### config.mk
export PLATFORM = sky130hd
export DESIGN_NAME = acpi_pwr_seq
export DESIGN_NICKNAME = d
export VERILOG_FILES = /design/src/rtl/acpi_seq_pkg.sv /design/src/rtl/acpi_seq_sync.sv /design/src/rtl/acpi_seq_state.sv /design/src/rtl/acpi_seq_uvflt.sv /design/src/rtl/acpi_seq_decode.sv /design/src/rtl/acpi_pwr_seq.sv
export SDC_FILE = /design/constraint.sdc
export NUM_CORES = 1
export LEC_CHECK = 0
export BUFFER_PORTS_ARGS = -buffer_cell sky130_fd_sc_hd__buf_2
export CORE_ASPECT_RATIO = 1.4
export CORE_UTILIZATION = 35
export CTS_BUF_LIST = sky130_fd_sc_hd__clkbuf_8
export DETAILED_ROUTE_END_ITERATION = 10
export PLACE_DENSITY_LB_ADDON = 0.05
export SLEW_MARGIN = 0
export SYNTH_ARGS = -nofsm -noshare
export SYNTH_HDL_FRONTEND = slang
export SYNTH_SLANG_ARGS = --single-unit
### constraint.sdc
create_clock -name clk -period 3.19 [get_ports clk]
set_input_delay 0.319 -clock clk [delete_from_list [all_inputs] [get_ports clk]]
set_output_delay 0.319 -clock clk [all_outputs]
set_load 0.1 [all_outputs]
### src/rtl/acpi_seq_pkg.sv
package acpi_seq_pkg;

   typedef enum logic [1:0] {
      PST_OFF  = 2'd0,
      PST_STR  = 2'd1,
      PST_ACT  = 2'd2
   } pstate_e;

   localparam int RAIL_N   = 4;
   localparam int RAIL_D3  = 0;
   localparam int RAIL_D5  = 1;
   localparam int RAIL_VID = 2;
   localparam int RAIL_AUX = 3;

   typedef struct packed {
      logic d3_en;
      logic d3_main;
      logic d5_main;
      logic d5_sb;
      logic vid_en;
      logic aux_en;
   } rail_ctl_t;

   // soft-off request has priority over suspend-to-RAM
   function automatic pstate_e decode_req(input logic s3_n, input logic s5_n);
      if (!s5_n)      return PST_OFF;
      else if (!s3_n) return PST_STR;
      else            return PST_ACT;
   endfunction

endpackage

### src/rtl/acpi_seq_sync.sv
module acpi_seq_sync #(
   parameter int W      = 1,
   parameter int STAGES = 2
) (
   input  logic         clk,
   input  logic         rst_n,
   input  logic [W-1:0] d,
   output logic [W-1:0] q
);

   generate
      if (STAGES < 2) begin : g_bad_stages
         $error("acpi_seq_sync: STAGES must be at least 2");
      end
      if (W < 1) begin : g_bad_width
         $error("acpi_seq_sync: W must be at least 1");
      end
   endgenerate

   logic [STAGES-1:0][W-1:0] stg;

   always_ff @(posedge clk or negedge rst_n) begin
      if (!rst_n) stg <= '0;
      else        stg <= {stg[STAGES-2:0], d};
   end

   assign q = stg[STAGES-1];

endmodule

### src/rtl/acpi_seq_state.sv
module acpi_seq_state
   import acpi_seq_pkg::*;
#(
   parameter int ACT_QUAL_CYC = 10_600_000,
   parameter int SLP_DLY_CYC  = 40_000
) (
   input  logic    clk,
   input  logic    rst_n,
   input  logic    restart,
   input  pstate_e req,
   input  logic    mains_ok,
   output pstate_e st
);

   localparam int QW = $clog2(ACT_QUAL_CYC + 1);
   localparam int DW = $clog2(SLP_DLY_CYC + 1);
   localparam logic [QW-1:0] Q_LAST = QW'(ACT_QUAL_CYC - 1);
   localparam logic [DW-1:0] D_LAST = DW'(SLP_DLY_CYC - 1);

   generate
      if (ACT_QUAL_CYC < 1) begin : g_bad_qual
         $error("acpi_seq_state: ACT_QUAL_CYC must be at least 1");
      end
      if (SLP_DLY_CYC < 1) begin : g_bad_dly
         $error("acpi_seq_state: SLP_DLY_CYC must be at least 1");
      end
   endgenerate

   logic [QW-1:0] qcnt;
   logic [DW-1:0] dcnt;

   always_ff @(posedge clk or negedge rst_n) begin
      if (!rst_n) begin
         st   <= PST_OFF;
         qcnt <= '0;
         dcnt <= '0;
      end else if (restart) begin
         st   <= PST_OFF;
         qcnt <= '0;
         dcnt <= '0;
      end else if (st == PST_ACT) begin
         qcnt <= '0;
         if (req != PST_ACT) begin
            if (dcnt == D_LAST) begin
               st   <= req;
               dcnt <= '0;
            end else begin
               dcnt <= dcnt + 1'b1;
            end
         end else begin
            dcnt <= '0;
         end
      end else begin
         dcnt <= '0;
         if (req == PST_ACT && mains_ok) begin
            if (qcnt == Q_LAST) begin
               st   <= PST_ACT;
               qcnt <= '0;
            end else begin
               qcnt <= qcnt + 1'b1;
            end
         end else begin
            qcnt <= '0;
            // sleep-to-sleep moves are immediate
            if (req != PST_ACT) st <= req;
         end
      end
   end

endmodule

### src/rtl/acpi_seq_uvflt.sv
module acpi_seq_uvflt #(
   parameter int TMO_CYC = 2_000
) (
   input  logic clk,
   input  logic rst_n,
   input  logic armed,
   input  logic pg,
   output logic uv
);

   localparam int CW = $clog2(TMO_CYC + 1);
   localparam logic [CW-1:0] C_TOP = CW'(TMO_CYC);

   generate
      if (TMO_CYC < 1) begin : g_bad_tmo
         $error("acpi_seq_uvflt: TMO_CYC must be at least 1");
      end
   endgenerate

   logic [CW-1:0] cnt;

   always_ff @(posedge clk or negedge rst_n) begin
      if (!rst_n)              cnt <= '0;
      else if (!armed || pg)   cnt <= '0;
      else if (cnt != C_TOP)   cnt <= cnt + 1'b1;
   end

   assign uv = (cnt == C_TOP);

endmodule

### src/rtl/acpi_seq_decode.sv
module acpi_seq_decode
   import acpi_seq_pkg::*;
(
   input  logic      clk,
   input  logic      rst_n,
   input  logic      kill,
   input  pstate_e   st,
   input  logic      keep5,
   input  logic      aux_all,
   output rail_ctl_t ctl
);

   rail_ctl_t nxt;

   always_comb begin
      nxt = '0;
      if (!kill) begin
         unique case (st)
            PST_ACT: begin
               nxt.d3_en   = 1'b1;
               nxt.d3_main = 1'b1;
               nxt.d5_main = 1'b1;
               nxt.vid_en  = 1'b1;
               nxt.aux_en  = 1'b1;
            end
            PST_STR: begin
               nxt.d3_en   = 1'b1;
               nxt.d5_sb   = 1'b1;
               nxt.aux_en  = aux_all;
            end
            default: begin
               nxt.d3_en   = 1'b1;
               nxt.d5_sb   = keep5;
               nxt.aux_en  = aux_all;
            end
         endcase
      end
   end

   always_ff @(posedge clk or negedge rst_n) begin
      if (!rst_n) ctl <= '0;
      else        ctl <= nxt;
   end

endmodule

### src/rtl/acpi_pwr_seq.sv
module acpi_pwr_seq
   import acpi_seq_pkg::*;
#(
   parameter int SYNC_STAGES  = 2,
   parameter int ACT_QUAL_CYC = 10_600_000,
   parameter int SLP_DLY_CYC  = 40_000,
   parameter int UV_TMO_CYC   = 2_000
) (
   input  logic                   clk,
   input  logic                   rst_n,
   input  logic                   slp_s3_n,
   input  logic                   slp_s5_n,
   input  logic                   opt_keep5,
   input  logic                   mode_aux_all,
   input  logic                   sb_por_ok,
   input  logic                   main3_ok,
   input  logic                   main5_ok,
   input  logic [RAIL_N-1:0]      rail_pg,
   input  logic                   temp_warn,
   input  logic                   temp_crit,
   input  logic                   ss_shdn,
   output logic                   dual3_en,
   output logic                   dual3_src_main,
   output logic                   dual5_main_en,
   output logic                   dual5_sb_en,
   output logic                   vid_en,
   output logic                   aux_en,
   output logic                   fault
);

   localparam int SYNC_W = 10 + RAIL_N;

   logic [SYNC_W-1:0] raw_bus, syn_bus;
   logic              s3n_s, s5n_s, keep5_s, auxall_s, por_s;
   logic              m3_s, m5_s, twarn_s, tcrit_s, ss_s;
   logic [RAIL_N-1:0] pg_s;

   assign raw_bus = {slp_s3_n, slp_s5_n, opt_keep5, mode_aux_all, sb_por_ok,
                     main3_ok, main5_ok, temp_warn, temp_crit, ss_shdn, rail_pg};

   acpi_seq_sync #(.W(SYNC_W), .STAGES(SYNC_STAGES)) i_sync (
      .clk   (clk),
      .rst_n (rst_n),
      .d     (raw_bus),
      .q     (syn_bus)
   );

   assign {s3n_s, s5n_s, keep5_s, auxall_s, por_s,
           m3_s, m5_s, twarn_s, tcrit_s, ss_s, pg_s} = syn_bus;

   logic    restart_s, kill_s, mains_ok_s, req_act, st_act;
   pstate_e req_st, st;

   assign restart_s  = !por_s || ss_s;
   assign kill_s     = restart_s || tcrit_s;
   assign mains_ok_s = m3_s && m5_s;
   assign req_st     = decode_req(s3n_s, s5n_s);
   assign req_act    = (req_st == PST_ACT);

   acpi_seq_state #(.ACT_QUAL_CYC(ACT_QUAL_CYC), .SLP_DLY_CYC(SLP_DLY_CYC)) i_state (
      .clk      (clk),
      .rst_n    (rst_n),
      .restart  (restart_s),
      .req      (req_st),
      .mains_ok (mains_ok_s),
      .st       (st)
   );

   assign st_act = (st == PST_ACT);

   rail_ctl_t ctl;

   acpi_seq_decode i_decode (
      .clk     (clk),
      .rst_n   (rst_n),
      .kill    (kill_s),
      .st      (st),
      .keep5   (keep5_s),
      .aux_all (auxall_s),
      .ctl     (ctl)
   );

   logic [RAIL_N-1:0] rail_on, uv_q;
   logic              uv_any;

   assign rail_on[RAIL_D3]  = ctl.d3_en;
   assign rail_on[RAIL_D5]  = ctl.d5_main || ctl.d5_sb;
   assign rail_on[RAIL_VID] = ctl.vid_en;
   assign rail_on[RAIL_AUX] = ctl.aux_en;

   generate
      for (genvar gi = 0; gi < RAIL_N; gi++) begin : g_uv
         acpi_seq_uvflt #(.TMO_CYC(UV_TMO_CYC)) i_uvflt (
            .clk   (clk),
            .rst_n (rst_n),
            .armed (rail_on[gi]),
            .pg    (pg_s[gi]),
            .uv    (uv_q[gi])
         );
      end
   endgenerate

   assign uv_any = |uv_q;

   always_ff @(posedge clk or negedge rst_n) begin
      if (!rst_n)                          fault <= 1'b0;
      else if (restart_s)                  fault <= 1'b0;
      else if (uv_any || twarn_s || tcrit_s) fault <= 1'b1;
   end

   assign dual3_en       = ctl.d3_en;
   assign dual3_src_main = ctl.d3_main;
   assign dual5_main_en  = ctl.d5_main;
   assign dual5_sb_en    = ctl.d5_sb;
   assign vid_en         = ctl.vid_en;
   assign aux_en         = ctl.aux_en;

endmodule

Word-level counts from Yosys, hierarchy flattened --
Cells that the tools add are included.
Word-level totals: register bits after elaboration 121, bits in latches 0, RAM bits 0, ROM bits 0, input bits 16, output and inout bits 7, word-level logic and storage cells 95, memories kept 0
Cells by class: add/sub/neg operators 6, multipliers 0, div/mod/pow operators 0, order comparisons 0, equal/unequal tests 17, shift-type cells 0, multiplexer cells 32, bitwise gates (word level) 0, reductions and logical operators 24
Operators with widths (count):
- 2-to-1 mux 24 bit | 4
- 2-to-1 mux 11 bit | 8
- 2-to-1 mux 16 bit | 4
- adder 11 x 1 -> 11 bit, second input constant | 4
- equality test 11 bit, second input constant | 4
- inequality test 11 bit, second input constant | 4
- adder 24 x 1 -> 24 bit, second input constant | 1
- equality test 24 bit, second input constant | 1
- 2-to-1 mux 2 bit | 10
- adder 16 x 1 -> 16 bit, second input constant | 1
- equality test 16 bit, second input constant | 1
- nonzero test 2 bit | 5
- logical OR 1 bit | 9
- 2-to-1 mux 6 bit | 1
- inequality test 3 x 2 -> 1 bit, second input constant | 2
- logical NOT 1 bit | 5
- equality test 2 bit, second input constant | 2
- 2-to-1 mux 1 bit | 4
- inequality test 4 bit, second input constant | 1
- AND reduction 4 bit | 1
- OR reduction 4 bit | 1
- nonzero test 3 bit | 1
- equality test 2 x 1 -> 1 bit, second input constant | 1
- logical AND 1 bit | 2
- 2 further kinds | 2

Logic depth before layout (Yosys ltp) --
Gate-level depths: netlist of run 1.
word-level depth 7, depth in mapped cells 7

Modules after synthesis --
A second synthesis of run 1 with hierarchy kept.
Second synthesis, totals: cell total of the unflattened synthesis 543, area total of the unflattened synthesis 5666.7 µm²
By module, submodules not included:
- acpi_seq_uvflt | instances 4, cells an instance 62, area an instance 598.1 µm², sequential area each 275.3 µm²
- acpi_seq_state | instances 1, cells an instance 227, area an instance 2197.1 µm², sequential area each 1051.0 µm²
- acpi_seq_sync | instances 1, cells an instance 42, area an instance 805.8 µm², sequential area each 700.7 µm²
- acpi_seq_decode | instances 1, cells an instance 16, area an instance 178.9 µm², sequential area each 100.1 µm²
- acpi_pwr_seq | instances 1, cells an instance 10, area an instance 92.6 µm², sequential area each 25.0 µm²

Worst setup path after synthesis of run 1 --
Ideal clock, no wire load.
kind reg-to-output, start register, netlist name i_decode.ctl[4], end output dual5_main_en, arrival time 1.373 ns, required time 2.871 ns, path slack 1.498 ns, cell stages (with the launch flop) 2, path buffers 1, cell sequence dfrtp_1 > buf_4
RTL lines:
- to (decl) | line acpi_pwr_seq.sv:24 | output logic dual5_main_en,

Worst setup path after layout of run 1 --
start register g_uv[0].i_uvflt.cnt[0], end register g_uv[0].i_uvflt.cnt[1]
Between the ends: longest elaborated chain between the ends 3, elaborated cells on any way between the ends 5
Ends and longest elaborated chain:
- from (decl) | line acpi_seq_uvflt.sv:20 | logic [CW-1:0] cnt;
- from (signal assigned) | line acpi_seq_uvflt.sv:25 | else if (cnt != C_TOP) cnt <= cnt + 1'b1;
- adder 11 x 1 -> 11 bit | line acpi_seq_uvflt.sv:25
- 2-to-1 mux 11 bit | line acpi_seq_uvflt.sv:25
- 2-to-1 mux 11 bit | line acpi_seq_uvflt.sv:24 | else if (!armed || pg) cnt <= '0;
Parallel ways exist; a longest one is shown, timed or not. The select of a mux whose other input is x is not followed. A chain may end at the register's enable or synchronous reset.

==> key figures, run 1 <==
Run status
  • Status: completed

Die
  • I/O pin count: 23
  • Die width: 106.3 um
  • Full die area: 0.01574 sq mm
  • Cell Rows: 53
  • Starting Density: 35.73%
  • Die Y: 148.0 um
  • Core ar.: ~0.015 sq mm

STA
  • FMAX: 0.5294 GHz
  • Fin crit share: 59.22%
  • Hold Vio Cnt, Final: 0
  • Worst slew margin: around 45%
  • Setup-failing EPs final: 0
  • RSZ-0062 raised after global routing: false
  • Skew final: 0.008527 ns
  • Least-Margin Pin Slew: roughly 0.82 ns
  • Max Slew Vio Count: 0
  • Fin crit period: 1.889 ns
  • TNS Setup: 0 ns

Setup path
  • Buf/Inv on CP: 1
  • Crit path from: g_uv[0].i_uvflt.cnt[0]$_DFFE_PN0P_
  • CP arrival: approximately 2.2 ns
  • Critical path launch point type: flip-flop
  • Max Fanout on Critical Path: 4
  • Slowest library cell on the worst path: nor4_1
  • WS Path Type: flip-flop to flip-flop
  • R2R Path Start: g_uv[0].i_uvflt.cnt[0]$_DFFE_PN0P_
  • Crit-path cells: inv_1 -> ha_1 -> nand4b_1 -> nor4_1 -> mux2i_1 -> nor2_1
  • Crit. End Element: flip-flop
  • Critical path required time: 3.49 ns
  • Largest stage delay, worst path: 0.65 ns
  • Delay-heaviest family, CP: simple AND/OR/NAND/NOR gates

Final layout
  • Multi-input gate area: 0.002226 sq mm
  • FILL cells: 1476
  • Layout area overhead: 18.28%
  • Flip-flop and latch area: 0.002978 sq mm
  • Share of post-route cells with drive strength above 1: 11.72%
  • Nets: between 500 and 600
  • Commonest cells after routing, fill and taps aside: dfrtp_1 (119), nor2_1 (71), nand3_1 (28), xnor2_1 (28), xor2_1 (28)
  • Ant. Diodes: 0
  • Commonest non-fill, non-tap cell in the layout: dfrtp_1
  • Finished Core Util: 42.26%

CTS
  • Clk root buf: clkbuf_8
  • Clock Pin Slew Worst Setup and Hold Paths: 0.07 ns
  • CTS max path bufs: 2
  • Hold-fix buffers, CTS: 15
  • Clk sinks: 119
  • TritonCTS clock tree: built
  • TritonCTS buffer count: 17
  • H-tree depth: 4
  • Post-CTS setup buffers: 0
  • Clk Latency, worst-skew pair: ~0.44 ns
  • Cts repair resizes: 0

Synth
  • Area leader, netlist: dfrtp_1
  • YS warnings: 0
  • FF+latch count, synth: 119
  • Ys flop type: dfrtp_1
  • Seq/Total Area, Yosys: 55.86%
  • Asr flop ratio synth: 100.0%
  • Synth area leaders: dfrtp_1 (56%), nor2_1 (5.0%), xnor2_1 (4.6%)
  • Distinct cell type count after synthesis: between 40 and 50
  • Synth top area share: 55.86%
  • Syn nets: 530
  • Post-Synthesis Cells: 502
  • EDFF count, synth: 0
  • Netlist Area Pre-Place: 0.005331 sq mm
  • Average size of a mapped cell: 10.62 sq um

Min path
  • Hold Startpoint: i_sync.stg[4]$_DFF_PN0_
  • Hold/Removal Path Class: flip-flop to flip-flop

Placed design
  • Gpl congestion: ~0.76
  • DP Wirelength: 7129 um
  • Port Buf Inserts: 22

Drt
  • Vias: 3718
  • Routed WL: 10520 um
  • Initial DRC count: 180
  • Drt wl/cell: 13.93 um
  • Routed Antenna Nets: 0
  • DRT Pass-1 Iters: 4
  • # DRC: 0
  • Via/cell ratio: 4.925

Power
  • P per Cell Area: 522.3 mW/mm^2
  • Clock share of power: 50.6%
  • Sw Share: a little over a fifth
  • Net Switching: 0.6880 mW
  • Pleak: 2.503 nW
  • Sequential share of power: 46.7%
  • Int Power: 2.606 mW
  • Maximum VDD drop: 0.2810 mV
  • Gate power share: around 2.6%

Global routing
  • Vias in the first global route: about 3800
  • First-pass GRT wire length: 18400 um
  • Gr ovfl total: 0
  • Largest net degree at the start of global routing: 59
  • Initial antenna violation count: 0
  • Total Routing Usage GR: 15.15%

Flow run
  • Number of max-cap violations: 0
registers in the layout (all words and copies together), names as in the netlist:
| register | cells |
|---|---|
| g_uv.i_uvflt.cnt | 44 |
| i_sync.stg | 14 |
| i_state.qcnt | 24 |
| i_state.dcnt | 16 |
| fault | 1 |
| i_sync.q | 14 |
| i_state.st | 2 |
| i_decode.ctl | 4 |
power by group through the flow:
stage | sequential, mW | combinational, mW | clock, mW
after detailed placement | 1.57 | 0.0772 | 0
after CTS | 1.54 | 0.0914 | 1.73
after floorplan | 1.58 | 0.0128 | 0
final | 1.54 | 0.0872 | 1.67
after global placement | 1.57 | 0.0766 | 0
after global routing | 1.54 | 0.0998 | 1.79
cell families (layout without fill, tap and decap cells):
logic type               Yosys count  count (layout)  synth area share [%]
AO/OA/AOI/OAI                     46              46                 5.328
adder cells (fa/ha/maj)           12              12                 2.816
AND/OR/NAND/NOR                  233             233                 23.47
multiplexers                       5               5                0.9388
XOR/XNOR                          56              56                 9.200
flip-flops                       119             119                 55.86
buffers and inverters             31              92                 2.394
layout make-up:
| class | instances | share of cell area, % |
|---|---|---|
| Timing Repair Buffer | 40 | 4.722 |
| Multi-Input combinational cell | 352 | 35.30 |
| Clock inverter | 13 | 3.611 |
| Clock buffer | 19 | 4.147 |
| Sequential cell | 119 | 47.22 |
| Inverter | 20 | 1.190 |
| Tap cell | 192 | 3.810 |
cell usage after synthesis (5+ instances only):
library cell and count:
or4_1 7, xnor2_1 28, o21ai_0 9, nor2_1 71, nor4_1 8, dfrtp_1 119
and3_1 7, nand3_1 28, or3_1 13, and4_1 8, inv_1 20, nand2b_1 8
xor2_1 28, nand2_1 26, clkbuf_1 6, ha_1 12, nand4_1 18, a21oi_1 20
nor3_1 13, mux2i_1 5, o31ai_1 7
routing by layer:
metal	track usage [%]	routed length, um	vias to the layer above
met1	17.50	4617	1809
li1	-	-	1842
met5	0	0	-
met2	25.75	5430	50
met3	3.660	247	17
met4	8.056	224	0
worst reg2reg max path, delay by kind of cell (launching register included):
family | cells | cell delay, ns
muxes | 1 | 0.26
and+or+nand+nor | 3 | 0.82
DFF | 1 | 0.41
adders and majority gates | 1 | 0.16
buffers and inverters | 1 | 0.10
per-stage QoR:
stage	hold slack, ns	instance area, sq um	setup slack [ns]	power [mW]	cells
finish	0.3487	6306	1.301	3.294	755
CTS	0.3508	6306	1.290	3.355	755
global route	0.3553	6306	1.135	3.425	755
detailed placement	0.3347	5667	1.309	1.645	708
global placement	0.3370	5667	1.357	1.644	708
floorplan	0.02341	5331	1.498	1.591	502
final timing paths:
path                       slack, ns                                 end  depth (start not counted)
hold / removal                  0.35               i_sync.q[4]$_DFF_PN0_                          0
setup / recovery                1.30  g_uv[0].i_uvflt.cnt[1]$_DFFE_PN0P_                          6
setup reg to reg                1.30  g_uv[0].i_uvflt.cnt[1]$_DFFE_PN0P_                          6
max in group asynchronous       1.96  g_uv[2].i_uvflt.cnt[9]$_DFFE_PN0P_                          3
min in group asynchronous       0.47  g_uv[1].i_uvflt.cnt[8]$_DFFE_PN0P_                          2
hold reg to reg                 0.35               i_sync.q[4]$_DFF_PN0_                          0
(Power assumes the default switching activity.)
==> run 2: changes to the inputs <==
--- a/config.mk
+++ b/config.mk
@@ -5,6 +5,7 @@
 export SDC_FILE = /design/constraint.sdc
 export NUM_CORES = 1
 export LEC_CHECK = 0
+export ABC_AREA = 1
 export BUFFER_PORTS_ARGS = -buffer_cell sky130_fd_sc_hd__buf_2
 export CORE_ASPECT_RATIO = 1.4
 export CORE_UTILIZATION = 35
==> constraint.sdc (replaced) <==
create_clock -name clk -period 2 [get_ports clk]
set_input_delay 0.2 -clock clk [delete_from_list [all_inputs] [get_ports clk]]
set_output_delay 0.2 -clock clk [all_outputs]
set_load 0.1 [all_outputs]
==> key figures, run 2 <==
Die
  • Die width: 110.4 um (was 106.3 um)
  • Starting Density: 35.73% (about the same)
  • I/O pin count: 23 (unchanged)
  • Cell Rows: 55 (was 53)
  • Core ar.: 0.01610 sq mm (was 0.01492 sq mm)
  • Die Y: 153.7 um (was 148.0 um)
  • Full die area: 0.01696 sq mm (was 0.01574 sq mm)

Power
  • Pleak: 2.921 nW (was 2.503 nW)
  • Total Power: 4.669 mW (was 3.294 mW)
  • P per Cell Area: 699.2 mW/mm^2 (was 522.3 mW/mm^2)
  • Maximum VDD drop: 0.4214 mV (was 0.2810 mV)

Synth
  • Netlist Area Pre-Place: 0.005754 sq mm (was 0.005331 sq mm)
  • Synth top area share: 51.75% (was 55.86%)
  • Synth area leaders: dfrtp_1 (52%), nor2_1 (8.2%), nand2_1 (8.0%) (was dfrtp_1 (56%), nor2_1 (5.0%), xnor2_1 (4.6%))
  • Top cells by count, synth: nor2_1 (126), nand2_1 (122), dfrtp_1 (119) (was dfrtp_1 (119), nor2_1 (71), nand3_1 (28), xnor2_1 (28), xor2_1 (28))
  • Post-Synthesis Cells: 691 (was 502)
  • Syn nets: 719 (was 530)
  • FF+latch count, synth: 119 (unchanged)
  • EDFF count, synth: 0 (unchanged)
  • Ys flop type: dfrtp_1 (unchanged)
  • Area leader, netlist: dfrtp_1 (unchanged)
  • Average size of a mapped cell: 8.327 sq um (was 10.62 sq um)
  • Asr flop ratio synth: 100.0% (unchanged)
  • Seq/Total Area, Yosys: 51.75% (was 55.86%)
  • YS warnings: 0 (unchanged)
  • Distinct cell type count after synthesis: 36 (was 47)
  • Most common cell in the netlist: nor2_1 (was dfrtp_1)

CTS
  • TritonCTS clock tree: built (unchanged)
  • Hold-fix buffers, CTS: 15 (unchanged)
  • Clk sinks: 119 (unchanged)
  • H-tree depth: 4 (unchanged)
  • Post-CTS setup buffers: 0 (unchanged)
  • CTS max path bufs: 2 (unchanged)
  • Clk Latency, worst-skew pair: 0.44 ns (about the same)
  • Clock Pin Slew Worst Setup and Hold Paths: 0.08 ns (was 0.07 ns)
  • TritonCTS buffer count: 17 (unchanged)
  • Clk root buf: clkbuf_8 (unchanged)
  • Cts repair resizes: 0 (unchanged)

STA
  • FMAX: 0.6057 GHz (was 0.5294 GHz)
  • Worst slew margin: 63.37% (was 45.42%)
  • Fin crit share: 82.55% (was 59.22%)
  • Least-Margin Pin Slew: 0.5474 ns (was 0.8171 ns)
  • Fin crit period: 1.651 ns (was 1.889 ns)
  • Setup-failing EPs final: 0 (unchanged)
  • TNS Setup: 0 ns (unchanged)
  • Max Slew Vio Count: 0 (unchanged)
  • Skew final: 0.01080 ns (was 0.008527 ns)
  • RSZ-0062 raised after global routing: false (unchanged)
  • Hold Vio Cnt, Final: 0 (unchanged)

Final layout
  • Layout Cells excl Fill: 961 (was 755)
  • FILL cells: 1679 (was 1476)
  • Top Registers: g_uv.i_uvflt.cnt: 44 flops, i_state.qcnt: 24 flops, i_state.dcnt: 16 flops (unchanged)
  • Largest register FFs: 44 (unchanged)
  • Commonest non-fill, non-tap cell in the layout: nor2_1 (was dfrtp_1)
  • Commonest cells after routing, fill and taps aside: nor2_1 (126), nand2_1 (122), dfrtp_1 (119), inv_1 (101), nand3_1 (39) (was dfrtp_1 (119), nor2_1 (71), nand3_1 (28), xnor2_1 (28), xor2_1 (28))
  • Layout area overhead: 16.05% (was 18.28%)
  • Biggest register: g_uv.i_uvflt.cnt (unchanged)
  • Ant. Diodes: 0 (unchanged)
  • Nets: 777 (was 578)
  • Share of post-route cells with drive strength above 1: 12.47% (was 11.72%)

Placed design
  • Port Buf Inserts: 22 (unchanged)
  • Placed Cells: 914 (was 708)
  • Gpl congestion: 0.7570 (was 0.7590)
  • DP Wirelength: 8515 um (was 7129 um)

Min path
  • Hold/Removal Path Class: primary input to async pin (was flip-flop to flip-flop)

Setup path
  • Flop2flop setup slack: 0.35 ns (was 1.30 ns)
  • Max Fanout on Critical Path: 10 (was 4)
  • WS Path Type: flip-flop to flip-flop (unchanged)
  • Crit. End Element: flip-flop (unchanged)
  • Critical path required time: 2.33 ns (was 3.49 ns)
  • Crit Reg-Reg Endpoint: i_state.dcnt[0]$_DFF_PN0_ (was g_uv[0].i_uvflt.cnt[1]$_DFFE_PN0P_)
  • R2R Path Start: i_state.dcnt[0]$_DFF_PN0_ (was g_uv[0].i_uvflt.cnt[0]$_DFFE_PN0P_)
  • CP arrival: 1.98 ns (was 2.19 ns)
  • Critical path launch point type: flip-flop (unchanged)
  • Register-to-Register Path Depth: 9 (was 6)

Global routing
  • Vias in the first global route: 4408 (was 3847)
  • First-pass GRT wire length: 20320 um (was 18400 um)
  • Initial antenna violation count: 0 (unchanged)
  • Gr ovfl total: 0 (unchanged)
  • Total Routing Usage GR: 15.55% (was 15.15%)
  • Largest net degree at the start of global routing: 71 (was 59)

Drt
  • Routed Antenna Nets: 0 (unchanged)
  • DRT Pass-1 Iters: 4 (unchanged)
  • Initial DRC count: 192 (was 180)
  • Vias: 4538 (was 3718)
  • Via/cell ratio: 4.722 (was 4.925)
  • # DRC: 0 (unchanged)
  • Drt wl/cell: 12.25 um (was 13.93 um)
  • Routed WL: 11770 um (was 10520 um)

Run status
  • Status: completed (unchanged)

Flow run
  • Number of max-cap violations: 0 (unchanged)
==> run 2: cell types whose count changed in the layout (fill, tap and decap cells not counted), moves of 13 or more <==
cell / before / now
nor3_1: 13 / 32
xor2_1: 28 / 10
nor2_1: 71 / 126
nand2_1: 26 / 122
o21ai_0: 9 / 27
inv_1: 22 / 101
xnor2_1: 28 / 1
or3_1: 13 / 0
==> run 2: stage by stage <==
step	cell area [sq um]	setup WS [ns]	util [%]	hold slack [ns]
after CTS	6678	0.3278	41.47	0.06239
after global routing	6678	0.1095	41.47	0.08339
after floorplan	5754	0.2302	-	-0.09559
after global placement	6152	0.3890	38.21	0.02091
after detailed placement	6152	0.3399	38.21	0.02285
final	6678	0.3490	41.47	0.09972
==> run 2: where the power goes <==
group	switching, mW	internal, mW	total (mW)
Sequential	0.0126	2.44	2.45
Clock	1.05	1.01	2.06
Combinational	0.102	0.0516	0.154
==> run 2: worst max-delay path by stage <==
stage,from,endpoint,depth (start not counted)
after floorplan,i_decode.ctl[4]$_DFF_PN0_,g_uv[2].i_uvflt.cnt[2]$_DFFE_PN0P_,5
after global placement,i_state.dcnt[0]$_DFF_PN0_,i_state.dcnt[0]$_DFF_PN0_,9
after detailed placement,i_state.dcnt[0]$_DFF_PN0_,i_state.dcnt[0]$_DFF_PN0_,9
after CTS,i_state.dcnt[0]$_DFF_PN0_,i_state.dcnt[5]$_DFF_PN0_,9
after global routing,i_state.dcnt[0]$_DFF_PN0_,i_state.dcnt[14]$_DFF_PN0_,10
final,i_state.dcnt[0]$_DFF_PN0_,i_state.dcnt[0]$_DFF_PN0_,9
==> run 2: logic make-up after synthesis <==
family | after synthesis | synth area share (%)
AO/OA/AOI/OAI | 72 | 6.828
XOR/XNOR | 11 | 1.674
adder cells (fa/ha/maj) | 12 | 2.609
buffers and inverters | 108 | 7.458
flip-flops | 119 | 51.75
multiplexers | 1 | 0.1740
AND/OR/NAND/NOR | 368 | 29.51
==> run 2: layer usage <==
metal | routed length, um | track usage, % | vias to the layer above
li1 | - | - | 2315
met1 | 5274 | 18.75 | 2163
met5 | 0 | 0 | -
met4 | 178 | 5.075 | 0
met2 | 6018 | 26.03 | 46
met3 | 301 | 4.748 | 14
==> run 2: layout make-up <==
type	instances	area (sq um)	share of cell area, %
clock buffer	18	247.7	3.710
clock inverter	14	127.6	1.911
inverter	103	387.9	5.809
multi-input combinational	464	2347	35.15
sequential	119	2978	44.59
tap	199	249.0	3.729
timing repair buffer	44	340.3	5.096
==> run 2: worst max-delay path: stages (launching register included) <==
cell	delay, ns
dfrtp_1	0.39
ha_1	0.18
nand2_1	0.09
nor2_2	0.15
nand2_1	0.12
nor2_2	0.11
nand2_1	0.09
nand3_2	0.18
buf_4	0.18
nor2_1	0.04
